File: src/rtl/gtd_pkg.sv
package gtd_pkg;
    typedef enum logic [1:0] {
        G_IDLE  = 2'd0,
        G_ARMED = 2'd1,
        G_DONE  = 2'd2
    } gtd_state_e;

    localparam int unsigned GEN_W    = 7;
    localparam int unsigned GEN_TAPA = 6;
    localparam int unsigned GEN_TAPB = 5;
endpackage

File: src/rtl/gtd_lfsr.sv
module gtd_lfsr #(
    parameter int unsigned W    = 7,
    parameter int unsigned TAPA = 6,
    parameter int unsigned TAPB = 5,
    parameter logic [W-1:0] SEED = 1
) (
    input  logic clk,
    input  logic rst_n,
    input  logic step,
    output logic rnd_bit
);
    logic [W-1:0] s_q;
    logic [W-1:0] s_d;

    // Shift chain: each stage takes its lower neighbour
    assign s_d[0] = s_q[TAPA] ^ s_q[TAPB];
    for (genvar i = 1; i < W; i++) begin : g_shift
        assign s_d[i] = s_q[i-1];
    end

    always_ff @(posedge clk or negedge rst_n) begin
        if (!rst_n)
            s_q <= SEED;
        else if (step)
            s_q <= s_d;
    end

    assign rnd_bit = s_q[W-1];
endmodule

File: src/rtl/gtd_timer.sv
module gtd_timer #(
    parameter int unsigned TW = 6
) (
    input  logic          clk,
    input  logic          rst_n,
    input  logic [TW-1:0] cfg_limit,
    input  logic          run,
    output logic          expire
);
    logic [TW-1:0] lim_q;
    logic [TW-1:0] cnt_q;
    logic [TW:0]   lim_eff;
    logic [TW:0]   cnt_nxt;

    // Limit is captured only while reset is held
    always_ff @(posedge clk) begin
        if (!rst_n)
            lim_q <= cfg_limit;
    end

    always_ff @(posedge clk or negedge rst_n) begin
        if (!rst_n)
            cnt_q <= '0;
        else if (!run)
            cnt_q <= '0;
        else if (!expire)
            cnt_q <= cnt_q + 1'b1;
    end

    always_comb begin
        lim_eff = (lim_q == '0) ? (TW+1)'(1) : {1'b0, lim_q};
        cnt_nxt = {1'b0, cnt_q} + 1'b1;
        expire  = run && (cnt_nxt >= lim_eff);
    end
endmodule

File: src/rtl/cmp_timeout_guard.sv
module cmp_timeout_guard
    import gtd_pkg::*;
#(
    parameter int unsigned TW    = 6,
    parameter int unsigned CNT_W = 8
) (
    input  logic             clk,
    input  logic             rst_n,
    input  logic [TW-1:0]    cfg_timeout,
    input  logic             cmp_en,
    input  logic             cmp_outp,
    input  logic             cmp_outn,
    output logic             done,
    output logic             bit_out,
    output logic [CNT_W-1:0] forced_cnt
);
    gtd_state_e state_q;
    gtd_state_e state_d;
    logic       valid_dec;
    logic       take_real;
    logic       take_forced;
    logic       expire;
    logic       rnd_bit;

    // Exactly one output low marks a real decision
    assign valid_dec = cmp_outp ^ cmp_outn;

    gtd_timer #(.TW(TW)) i_timer (
        .clk       (clk),
        .rst_n     (rst_n),
        .cfg_limit (cfg_timeout),
        .run       (state_q == G_ARMED),
        .expire    (expire)
    );

    gtd_lfsr #(
        .W    (GEN_W),
        .TAPA (GEN_TAPA),
        .TAPB (GEN_TAPB),
        .SEED (GEN_W'(1))
    ) i_lfsr (
        .clk     (clk),
        .rst_n   (rst_n),
        .step    (take_forced),
        .rnd_bit (rnd_bit)
    );

    // Next-state and completion decode
    always_comb begin
        state_d     = state_q;
        take_real   = 1'b0;
        take_forced = 1'b0;
        unique case (state_q)
            G_IDLE: begin
                if (cmp_en)
                    state_d = G_ARMED;           // start
            end
            G_ARMED: begin
                if (!cmp_en) begin
                    state_d = G_IDLE;            // abort
                end else if (valid_dec) begin
                    state_d   = G_DONE;          // decide
                    take_real = 1'b1;
                end else if (expire) begin
                    state_d     = G_DONE;        // force
                    take_forced = 1'b1;
                end
            end
            G_DONE: begin
                if (!cmp_en)
                    state_d = G_IDLE;            // release
            end
            default: state_d = G_IDLE;
        endcase
    end

    // State register
    always_ff @(posedge clk or negedge rst_n) begin
        if (!rst_n)
            state_q <= G_IDLE;
        else
            state_q <= state_d;
    end

    // Output register
    always_ff @(posedge clk or negedge rst_n) begin
        if (!rst_n) begin
            done       <= 1'b0;
            bit_out    <= 1'b0;
            forced_cnt <= '0;
        end else begin
            done <= take_real | take_forced;
            if (take_real)
                bit_out <= cmp_outp;
            else if (take_forced)
                bit_out <= rnd_bit;
            if (take_forced)
                forced_cnt <= forced_cnt + 1'b1;
        end
    end
endmodule

File: config.mk
export PLATFORM = sky130hd
export DESIGN_NAME = cmp_timeout_guard
export DESIGN_NICKNAME = d
export VERILOG_FILES = /design/src/rtl/gtd_pkg.sv /design/src/rtl/gtd_lfsr.sv /design/src/rtl/gtd_timer.sv /design/src/rtl/cmp_timeout_guard.sv
export SDC_FILE = /design/constraint.sdc
export NUM_CORES = 1
export LEC_CHECK = 0
export ABC_AREA = 1
export BUFFER_PORTS_ARGS = -buffer_cell sky130_fd_sc_hd__buf_2
export CAP_MARGIN = 20
export CORE_MARGIN = 10
export CORE_UTILIZATION = 35
export DETAILED_ROUTE_END_ITERATION = 7
export SLEW_MARGIN = 20
export SYNTH_ARGS = -nofsm -noshare
export SYNTH_HDL_FRONTEND = slang
export SYNTH_SLANG_ARGS = --single-unit
File: constraint.sdc
create_clock -name clk -period 5.5 [get_ports clk]
set_input_delay 0.275 -clock clk [delete_from_list [all_inputs] [get_ports clk]]
set_output_delay 0.275 -clock clk [all_outputs]
set_load 0.005 [all_outputs]
# Word-level counts from Yosys, hierarchy flattened
# Index checks and enable logic that the tools add are counted.
# word_totals
out_inout_bits,10
in_bits,11
ff_bits,31
wordCells,43
# classes
mux,18
n_bitwise,3
reduce_logical,5
add_sub_neg,3
order_cmp,1
eq_ne,6
# op_table
op,n
two-way mux 6 bit,3
two-way mux 2 bit,5
two-way mux 1 bit,9
adder 8 x 1 -> 8 bit (second input constant),1
adder 6 x 1 -> 7 bit (second input constant),1
greater-or-equal comparator 7 bit,1
adder 6 x 1 -> 6 bit (second input constant),1
zero test 6 bit,1
inequality test 2 bit (second input constant),3
case mux 2 bit (3 select lines),1
inequality test 4 bit (second input constant),1
AND reduction 3 bit,1
== test 2 x 1 -> 1 bit (second input constant),1
== test 2 bit (second input constant),1
zero test 2 bit,1
nonzero test 2 bit,1
XOR 1 bit,2
logical AND 1 bit,1
OR 1 bit,1

# Logic depth before layout (Yosys ltp)
# Gate-level depths: netlist of run 1.
# logic_depth
ltp_word,10
ltp_mapped,15
depth_no_buf,14

# Hierarchy
# Synthesis of run 1 repeated with hierarchy kept, for this count alone.
# hier_totals
hier_cells,201
hier_area_um2,1672.9
# by_module_without_submodules
mod,instances,cells_each,seq_area_each_um2,area_per_inst_um2
gtd_timer,1,83,330.3,738.2
cmp_timeout_guard,1,87,300.3,643.1
gtd_lfsr,1,31,176.4,291.5

# Least setup slack after synthesis of run 1
# No wires, ideal clock.
# synth_timing
path_type,register -> register
start,reg i_timer.cnt_q[0]
end,reg state_q[1]
setup_slack_ps,3521
setup_time_ps,129
arrival_ps,1850
required_time_ps,5371
path_buffers,1
stages_incl_launch_ff,14
period_less_slack_ps,1979
path_cell_list,dfrtp_1 ha_1 nand3_2 xor2_1 ha_1 nand2_1 nand2_1 nand2_1 nand2_1 nor2_1 nand2_2 nand3_4 buf_2 nand3_1
# synth_via
elab_chain_len,5
# synth_lines
element,line_no,rtl
start: declaration,gtd_timer.sv:11,logic [TW-1:0] cnt_q;
start signal: assignment,gtd_timer.sv:27,cnt_q <= cnt_q + 1'b1;
adder 6 x 1 -> 7 bit,gtd_timer.sv:32,"cnt_nxt = {1'b0, cnt_q} + 1'b1;"
greater-or-equal comparator 7 bit,gtd_timer.sv:33,expire = run && (cnt_nxt >= lim_eff);
logical AND 1 bit,gtd_timer.sv:33,
inequality test 4 bit (no line),-,
AND reduction 3 bit (no line),-,
end signal: assignment,cmp_timeout_guard.sv:82,state_q <= state_d;
end: declaration,cmp_timeout_guard.sv:17,gtd_state_e state_q;
# Every way passes these cells.
# A chain may end at the register's enable or synchronous reset.

# Worst setup path after layout of run 1
# layout_timing
start,reg i_timer.cnt_q[0]
end,reg i_lfsr.s_q[2]
# layout_via
elab_chain_len,7
# layout_lines
element,line_no,rtl
adder 6 x 1 -> 7 bit,gtd_timer.sv:32,
greater-or-equal comparator 7 bit,gtd_timer.sv:33,
logical AND 1 bit,gtd_timer.sv:33,
two-way mux 1 bit,cmp_timeout_guard.sv:64,end else if (expire) begin
two-way mux 1 bit,cmp_timeout_guard.sv:61,end else if (valid_dec) begin
two-way mux 1 bit,cmp_timeout_guard.sv:59,if (!cmp_en) begin
two-way mux 1 bit,cmp_timeout_guard.sv:53,unique case (state_q)
end signal: assignment,gtd_lfsr.sv:23,s_q <= SEED;
end signal: assignment,gtd_lfsr.sv:25,s_q <= s_d;
end: declaration,gtd_lfsr.sv:12,logic [W-1:0] s_q;
# Every way passes these cells.

==> impl_metrics.yaml, run 1 <==
run_status:
  status: "finished with violations"
  violations: "hold timing"
die:
  row_count: 24
  die_y_um: 87.2
  design.die.area_sq_um: 7610
  io_pins: 21
  floorplan.die.width_um: 87.2
  core_sq_um: 4350
  initial_core_util_pct: 36.4
route:
  drt-met1-wl_um: 1480
  first_pass_iters: 4
  dr.max_layer_used: "met4"
  wl_per_cell_um: 11.5
  num_vias: 1146
  drt_iter0_markers: 73
  viasPerCell: 4.53
  antenna_left: 0
  met2_length_um: 1240
  drc: 0
  finalWirelength_um: 2920
  wl_met3_um: 129
min_path:
  min_path_type: "in2async"
global_routing:
  grtUsageTotal_pct: 8.40
  grt_overflow: 0
  grt_pass1_wl_um: 5060
  grt_pass1_vias: 1085
  antenna_found_initial: 0
  grt_start_max_net_pins: 27
worst_setup_path:
  startpoint_type: "register"
  cp.arrival_ns: 2.42
  endpoint_kind: "register"
  crit_buf_inv: 1
  path_class: "reg2reg"
  worstPathCellList: "ha_1 -> nand3_2 -> xor2_1 -> ha_1 -> nand2_1 -> nand2_1 -> nand2_1 -> nand2_1 -> nor2_1 -> nand2_2 -> nand3_4 -> inv_2 -> nand2_1 -> nand2_1"
  crit_required_ns: 5.67
  ff2ff_path_depth: 14
  crit_path_top_delay_cell: "dfrtp_1"
  crit_top_cell: "nand2_1"
  crit_start: "i_timer.cnt_q[0]"
  worstPathMaxFanout: 22
  worstReg2RegStart: "i_timer.cnt_q[0]"
  cp_slowest_stage_delay_ns: 0.42
  cp.depth: 14
  cp_top_family: "simple AND/OR/NAND/NOR gates"
clock_network:
  tritoncts: "done"
  cts_max_level: 2
  clockBufferDepth: 2
  holdBufCountCts: 0
  clockRootBuffer: "clkbuf_8"
  insertion_delay_ns: 0.28
  post_cts_buffers: 0
  numCtsBuffers: 5
  path_clk_slew_ns: 0.07
  clock-sinks: 31
  ctsResizeCount: 0
finish:
  drive_gt1_share_pct: 18.4
  insertedDiodeCount: 0
  stdcell_area_sq_um: 1840
  instances_no_fill: 253
  nets: 219
  areaGrowthSynthToFinish_pct: 16.1
  fillers: 433
job:
  maxCapViolations: 0
synthesis:
  synth_cell_types: 28
  syn-cell-area_sq_um: 1580
  avgSynthCellArea_sq_um: 8.99
  async_flop_share_pct: 80.6
  yosysWarnings: 0
  syn_nets: 195
  ys_seq_area_share_pct: 51.0
  synthCells: 176
  ys_seq_elements: 31
  synth-edff-count: 6
  synth_flop_cell: "dfrtp_1"
placed_design:
  dp.cells: 245
  port_buffers: 20
  dp_hpwl_um: 2120
  dpl_cell_area_sq_um: 1720
  place_congestion: 0.817
sta:
  slew_headroom_pct: 61.6
  hold-worst-slack_ns: -0.0156
  finalHoldViolCount: 24
  timing.final.crit_share_pct: 40.9
  finClkSkew_ns: 0.00589
  setup_tns_ns: 0
  finalMaxSlewViolations: 0
  max_freq_mhz: 444
  finalCriticalPeriod_ns: 2.25
  finalSetupViolCount: 0
  rsz0062_at_grt: "no"
  worst_pin_slew_ns: 0.577
power:
  finalPower_mw: 0.577
  power.density_nw_per_um2: 314
  peakVddDrop_mv: 0.154
  leakagePower_nw: 0.983
[routing by layer]
metal,vias to the layer above,track usage [%]
li1,601,-
met1,516,11.0
met2,24,11.7
met3,5,2.81
met4,0,4.78
met5,-,0
[stage by stage]
stage,setup WS (ns),hold WS [ns],util (%)
6_report,3.25,-0.0156,42.2
5_1_grt,2.97,0.0218,42.2
4_1_cts,3.24,0.00246,42.2
3_5_place_dp,3.26,0.312,39.5
3_3_place_gp,3.31,0.321,39.5
2_1_floorplan,3.52,-0.0206,-
[path summary, 6_finish.rpt]
check / slack (ns) / endpoint
min: -0.02 / i_timer.cnt_q[4]
min reg2reg: 0.47 / i_lfsr.s_q[4]
max: 3.25 / i_lfsr.s_q[2]
max reg2reg: 3.25 / i_lfsr.s_q[2]
max in group asynchronous: 5.13 / forced_cnt[7]
min in group clk: 0.17 / i_timer.lim_q[3]
[layout make-up]
type / count / area [sq um] / area share [%]
clock buffers: 6 / 82.6 / 4.49
clock inverters: 2 / 35.0 / 1.91
inverters: 23 / 86.3 / 4.70
multi-input cells: 119 / 662 / 36.0
flip-flops and latches: 31 / 807 / 43.9
well taps: 52 / 65.1 / 3.54
repair buffers: 20 / 100 / 5.45
[placed cells by master, fill, tap and decap left out, drive strengths merged]
cell,n
xor2,7
inv,23
and3,1
nand3,17
a21oi,1
o21ai,6
clkbuf,6
xnor2,5
bufinv,1
nand4,1
nor3,3
dfstp,1
edfxtp,6
a31o,1
clkinv,1
nor2,5
nand2,62
dfrtp,24
buf,20
o22ai,1
ha,8
o31ai,1
[cells in the mapped netlist, types with 2 or more instances]
cell type	n	area (sq um)
xor2_1	7	61.3
edfxtp_1	6	180
buf_6	2	22.5
o21ai_0	2	10.0
inv_1	22	82.6
nor3_1	2	10.0
nor2_1	3	11.3
xnor2_1	5	43.8
dfrtp_1	24	601
ha_1	8	100
o21ai_1	4	20.0
nand2_1	61	229
nand3_1	15	75.1
[where the power goes]
part	internal [mW]	switching, mW
Combinational	0.0314	0.0475
Clock	0.146	0.0839
Sequential	0.252	0.0156
[state kept, by name, indices dropped and copies added (netlist names)]
name           count
forced_cnt         8
i_lfsr.s_q         7
i_timer.cnt_q      6
i_timer.lim_q      6
state_q            2
bit_out            1
done               1
[kinds of logic (layout without fill, tap and decap cells)]
| logic type | Yosys count | in the layout | share of synthesized area [%] |
|---|---|---|---|
| AND/OR/NAND/NOR | 89 | 89 | 25.2 |
| flip-flops | 31 | 31 | 51.0 |
| buffers and inverters | 26 | 51 | 7.19 |
| XOR/XNOR | 12 | 12 | 6.64 |
| AO/OA/AOI/OAI | 10 | 10 | 3.64 |
| adder cells (fa/ha/maj) | 8 | 8 | 6.32 |
Power figures use the tool's default switching activity.
==> inputs of run 2 (changes only) <==
Clock period 5.5 ns to 2.2 ns, I/O delays scaled along.
==> impl_metrics.yaml, run 2 (synthesis results as in run 1) <==
placed_design:
  place_congestion: 0.814
  dp_hpwl_um: 2170
  dpl_cell_area_sq_um: 1740
  port_buffers: 20
sta:
  hold-worst-slack_ns: 0.00870
  slew_headroom_pct: 78.6
  finalCriticalPeriod_ns: 2.08
  worst_pin_slew_ns: 0.321
  finClkSkew_ns: 0.00299
  max_freq_mhz: 480
  finalSetupViolCount: 0
  setup_tns_ns: 0
  timing.final.crit_share_pct: 94.8
  rsz0062_at_grt: "yes"
  finalHoldViolCount: 0
  finalMaxSlewViolations: 0
finish:
  largest_reg_flops: 8
  reg_top3: "forced_cnt: 8 flops, i_lfsr.s_q: 7 flops"
  final_core_util_pct: 45.4
  stdcell_area_sq_um: 1980
  mostFrequentLayoutCells: "nand2_1, dfrtp_1, inv_1"
  largest_register: "forced_cnt"
  drive_gt1_share_pct: 28.3
  insertedDiodeCount: 0
  nets: 230
  fillers: 410
  layout_commonest_cell: "nand2_1"
  areaGrowthSynthToFinish_pct: 24.9
route:
  antenna_left: 0
  viasPerCell: 4.49
  drc: 0
  drt_iter0_markers: 60
  num_vias: 1186
  first_pass_iters: 4
  wl_per_cell_um: 11.6
  finalWirelength_um: 3080
worst_setup_path:
  path_class: "reg2reg"
  crit_buf_inv: 1
  cp_slowest_stage_delay_ns: 0.44
  startpoint_type: "register"
  crit_top_cell: "nand2_2"
  cp.arrival_ns: 2.29
  cp_top_family: "adder cells"
  worstPathCellList: "ha_4 -> xor2_1 -> ha_1 -> a21oi_1 -> nand3_1 -> nand2_1 -> nand2_2 -> nand3_4 -> buf_6 -> nand2_2 -> o21ai_1"
  worstPathMaxFanout: 8
  endpoint_kind: "register"
  crit_path_top_delay_cell: "dfrtp_2"
  crit_required_ns: 2.40
die:
  row_count: 24
  io_pins: 21
  core_sq_um: 4350
  die_y_um: 87.2
  design.die.area_sq_um: 7610
  floorplan.die.width_um: 87.2
  initial_core_util_pct: 36.4
clock_network:
  tritoncts: "done"
  clockBufferDepth: 2
  path_clk_slew_ns: 0.07
  clock-sinks: 31
  clockRootBuffer: "clkbuf_8"
  numCtsBuffers: 5
  cts_max_level: 2
  insertion_delay_ns: 0.28
global_routing:
  grtUsageTotal_pct: 8.88
  antenna_found_initial: 0
  grt_pass1_wl_um: 5460
  grt_start_max_net_pins: 26
  grt_overflow: 0
  grt_pass1_vias: 1182
power:
  peakVddDrop_mv: 0.289
  power_frac_comb_pct: 16.6
  clkPwrFrac_pct: 32.4
  p_switching_mw: 0.373
  p_sw_share_pct: 28.2
  leakagePower_nw: 1.02
  power.density_nw_per_um2: 669
  p_int_mw: 0.949
  seq_power_share_pct: 51.0
run_status:
  status: "finished, final reports clean"
min_path:
  min_path_type: "in2reg"
job:
  maxCapViolations: 0
-- run 2: what timing repair did --
action,CTS,global route
setup endpoints to repair,0,25
gates resized for setup,0,26
hold buffers,5,0
setup buffers,0,3
endpoints found under the hold margin,28,0
-- run 2: final cells by class --
cell class	count	area [sq um]	area share, %
Sequential cell	31	810	40.9
Multi-Input combinational cell	119	726	36.7
Timing Repair Buffer	31	206	10.4
Inverter	23	88.8	4.49
Clock buffer	7	76.3	3.86
Tap cell	52	65.1	3.29
Clock inverter	1	5.00	0.253
-- run 2: final timing paths --
path                                  start               end  slack [ns]  cells past startpoint
setup reg to reg           i_timer.cnt_q[0]     forced_cnt[5]        0.12                     11
setup / recovery           i_timer.cnt_q[0]     forced_cnt[5]        0.12                     11
max in group asynchronous             rst_n     i_lfsr.s_q[0]        1.54                      3
hold / removal               cfg_timeout[4]  i_timer.lim_q[4]       0.009                      1
hold reg to reg                  state_q[0]        state_q[0]        0.47                      1
min in group asynchronous             rst_n  i_timer.cnt_q[4]        0.36                      3
-- run 2: metal layers --
metal	up-vias	GRT usage, %	wire length [um]
met5	-	0	0
met4	0	4.78	41
met3	2	3.00	106
met2	17	12.8	1420
met1	539	11.3	1510
li1	628	-	-
-- run 2: metrics by stage --
step,setup WS [ns],power [mW],cells
after floorplan,0.221,0.806,176
final,0.115,1.32,264
after global placement,0.105,0.876,248
after detailed placement,0.0540,0.879,248
after CTS,0.0364,1.32,261
after global routing,-0.0411,1.40,264
-- run 2: worst register-to-register path: cells and delay by family, from the launching register on --
family	cells	cell delay, ns
AOI/OAI and AO/OA	2	0.20
xor gates and xnor gates	1	0.25
adders and majority gates	2	0.50
buffers and inverters	1	0.16
DFF	1	0.44
and+or+nand+nor	5	0.45
-- run 2: power by group through the flow --
stage	logic [mW]	clock network [mW]	registers [mW]
after floorplan	0.133	0	0.673
after global placement	0.201	0	0.676
after detailed placement	0.202	0	0.678
after CTS	0.211	0.443	0.667
after global routing	0.251	0.470	0.682
final	0.220	0.428	0.674
==> inputs of run 3 (changes only) <==
--- a/config.mk
+++ b/config.mk
@@ -9,3 +9,3 @@
 export BUFFER_PORTS_ARGS = -buffer_cell sky130_fd_sc_hd__buf_2
-export CAP_MARGIN = 20
+export CAP_MARGIN = 10
 export CORE_MARGIN = 10
==> constraint.sdc (replaced) <==
create_clock -name clk -period 2.2 [get_ports clk]
set_input_delay 0.33 -clock clk [delete_from_list [all_inputs] [get_ports clk]]
set_output_delay 0.33 -clock clk [all_outputs]
set_load 0.005 [all_outputs]
==> impl_metrics.yaml, run 3 (synthesis results as in run 1) <==
route:
  first_pass_iters: 4
  finalWirelength_um: 3120
  viasPerCell: 4.54
  drc: 0
  antenna_left: 0
  drt_iter0_markers: 75
  wl_per_cell_um: 11.9
  num_vias: 1184
clock_network:
  tritoncts: "done"
  numCtsBuffers: 5
  clockBufferDepth: 2
  path_clk_slew_ns: 0.07
  clockRootBuffer: "clkbuf_8"
  clock-sinks: 31
  cts_max_level: 2
  insertion_delay_ns: 0.28
  holdBufCountCts: 0
sta:
  slew_headroom_pct: 77.7
  setup_tns_ns: 0
  rsz0062_at_grt: "yes"
  worst_pin_slew_ns: 0.335
  finClkSkew_ns: 0.00674
  finalSetupViolCount: 0
  max_freq_mhz: 478
  finalHoldViolCount: 0
  finalCriticalPeriod_ns: 2.09
  setup_ws_ns: 0.109
  timing.final.crit_share_pct: 95.1
  finalMaxSlewViolations: 0
worst_setup_path:
  cp_slowest_stage_delay_ns: 0.45
  crit_required_ns: 2.42
  worstPathCellList: "ha_4 -> nand3_4 -> xor2_2 -> ha_1 -> nand2_1 -> nand2_1 -> nand2_1 -> nand2_1 -> nor2_1 -> nand2_2 -> nand3_4 -> buf_6 -> nand2_1 -> nand2_1"
  path_class: "reg2reg"
  worstPathMaxFanout: 8
  cp.arrival_ns: 2.31
  crit_path_top_delay_cell: "dfrtp_2"
  startpoint_type: "register"
  endpoint_kind: "register"
  crit_top_cell: "nand2_1"
placed_design:
  place_ws_ns: 0.0325
  dp.cells: 248
  dp_hpwl_um: 2090
  port_buffers: 20
  dpl_cell_area_sq_um: 1740
  place_congestion: 0.763
finish:
  nets: 227
  stdcell_area_sq_um: 1960
  instances_no_fill: 261
  drive_gt1_share_pct: 28.2
  largest_reg_flops: 8
  largest_register: "forced_cnt"
  insertedDiodeCount: 0
  layout_commonest_cell: "nand2_1"
  areaGrowthSynthToFinish_pct: 23.8
  reg_top3: "forced_cnt: 8 flops, i_lfsr.s_q: 7 flops"
  mostFrequentLayoutCells: "nand2_1, inv_1, dfrtp_1"
power:
  finalPower_mw: 1.44
  power.density_nw_per_um2: 737
  peakVddDrop_mv: 0.293
  leakagePower_nw: 1.01
global_routing:
  grt_start_max_net_pins: 26
  grt_pass1_wl_um: 5240
  antenna_found_initial: 0
  grtUsageTotal_pct: 8.68
  grt_pass1_vias: 1108
  grt_overflow: 0
die:
  die_y_um: 87.2
  design.die.area_sq_um: 7610
  floorplan.die.width_um: 87.2
  initial_core_util_pct: 36.4
  io_pins: 21
  row_count: 24
  core_sq_um: 4350
job:
  maxCapViolations: 0
run_status:
  status: "finished, final reports clean"
min_path:
  min_path_type: "in2async"
==> run 3: stage by stage <==
step | utilization [%] | hold slack [ns]
finish | 45.0 | 0.0508
global route | 45.0 | 0.0777
CTS | 42.5 | 0.0575
detailed placement | 40.0 | 0.367
global placement | 40.0 | 0.358
floorplan | - | 0.0344
==> run 3: repair_timing <==
| action | CTS | global route |
|---|---|---|
| resized for setup | 0 | 23 |
| setup endpoints to repair | 0 | 23 |
| endpoints found under the hold margin | 0 | 0 |
| setup buffers | 0 | 5 |
==> run 3: path summary, 6_finish.rpt <==
| check | startpoint | to | slack (ns) | cells after the start |
|---|---|---|---|---|
| hold reg to reg | state_q[0] | state_q[0] | 0.46 | 1 |
| setup reg to reg | i_timer.cnt_q[0] | i_lfsr.s_q[1] | 0.11 | 14 |
| setup / recovery | i_timer.cnt_q[0] | i_lfsr.s_q[1] | 0.11 | 14 |
| min in group clk | cfg_timeout[2] | i_timer.lim_q[2] | 0.23 | 1 |
| max in group asynchronous | rst_n | i_lfsr.s_q[0] | 1.85 | 2 |
| hold / removal | rst_n | i_timer.cnt_q[3] | 0.05 | 2 |
==> run 3: power by group <==
| group | total (mW) | internal [mW] | leakage [nW] | switching, mW |
|---|---|---|---|---|
| Sequential | 0.678 | 0.632 | 0.395 | 0.0462 |
| Clock | 0.549 | 0.339 | 0.0524 | 0.211 |
| Combinational | 0.216 | 0.0943 | 0.566 | 0.122 |
| Total | 1.44 | 1.06 | 1.01 | 0.379 |
==> run 3: layout make-up <==
type | count | area, sq um
clock buffer | 7 | 76.3
clock inverter | 1 | 30.0
tap | 52 | 65.1
multi-input combinational | 119 | 718
fill | 404 | 2390
inverter | 23 | 91.3
timing repair buffer | 28 | 168
sequential | 31 | 811
==> run 3: layer usage <==
layer | up-vias | track usage (%) | share of wire (%)
met1 | 543 | 11.4 | 47
met3 | 5 | 2.62 | 3.5
li1 | 617 | - | -
met2 | 19 | 12.1 | 47
met4 | 0 | 5.22 | 2.5
met5 | - | 0 | 0
==> run 3: worst max-delay path, delay by kind of cell, from the launching register on <==
kind	cells	cell delay, ns
DFF	1	0.45
xor gates and xnor gates	1	0.19
and+or+nand+nor	10	0.78
adders and majority gates	2	0.45
buffers and inverters	1	0.16
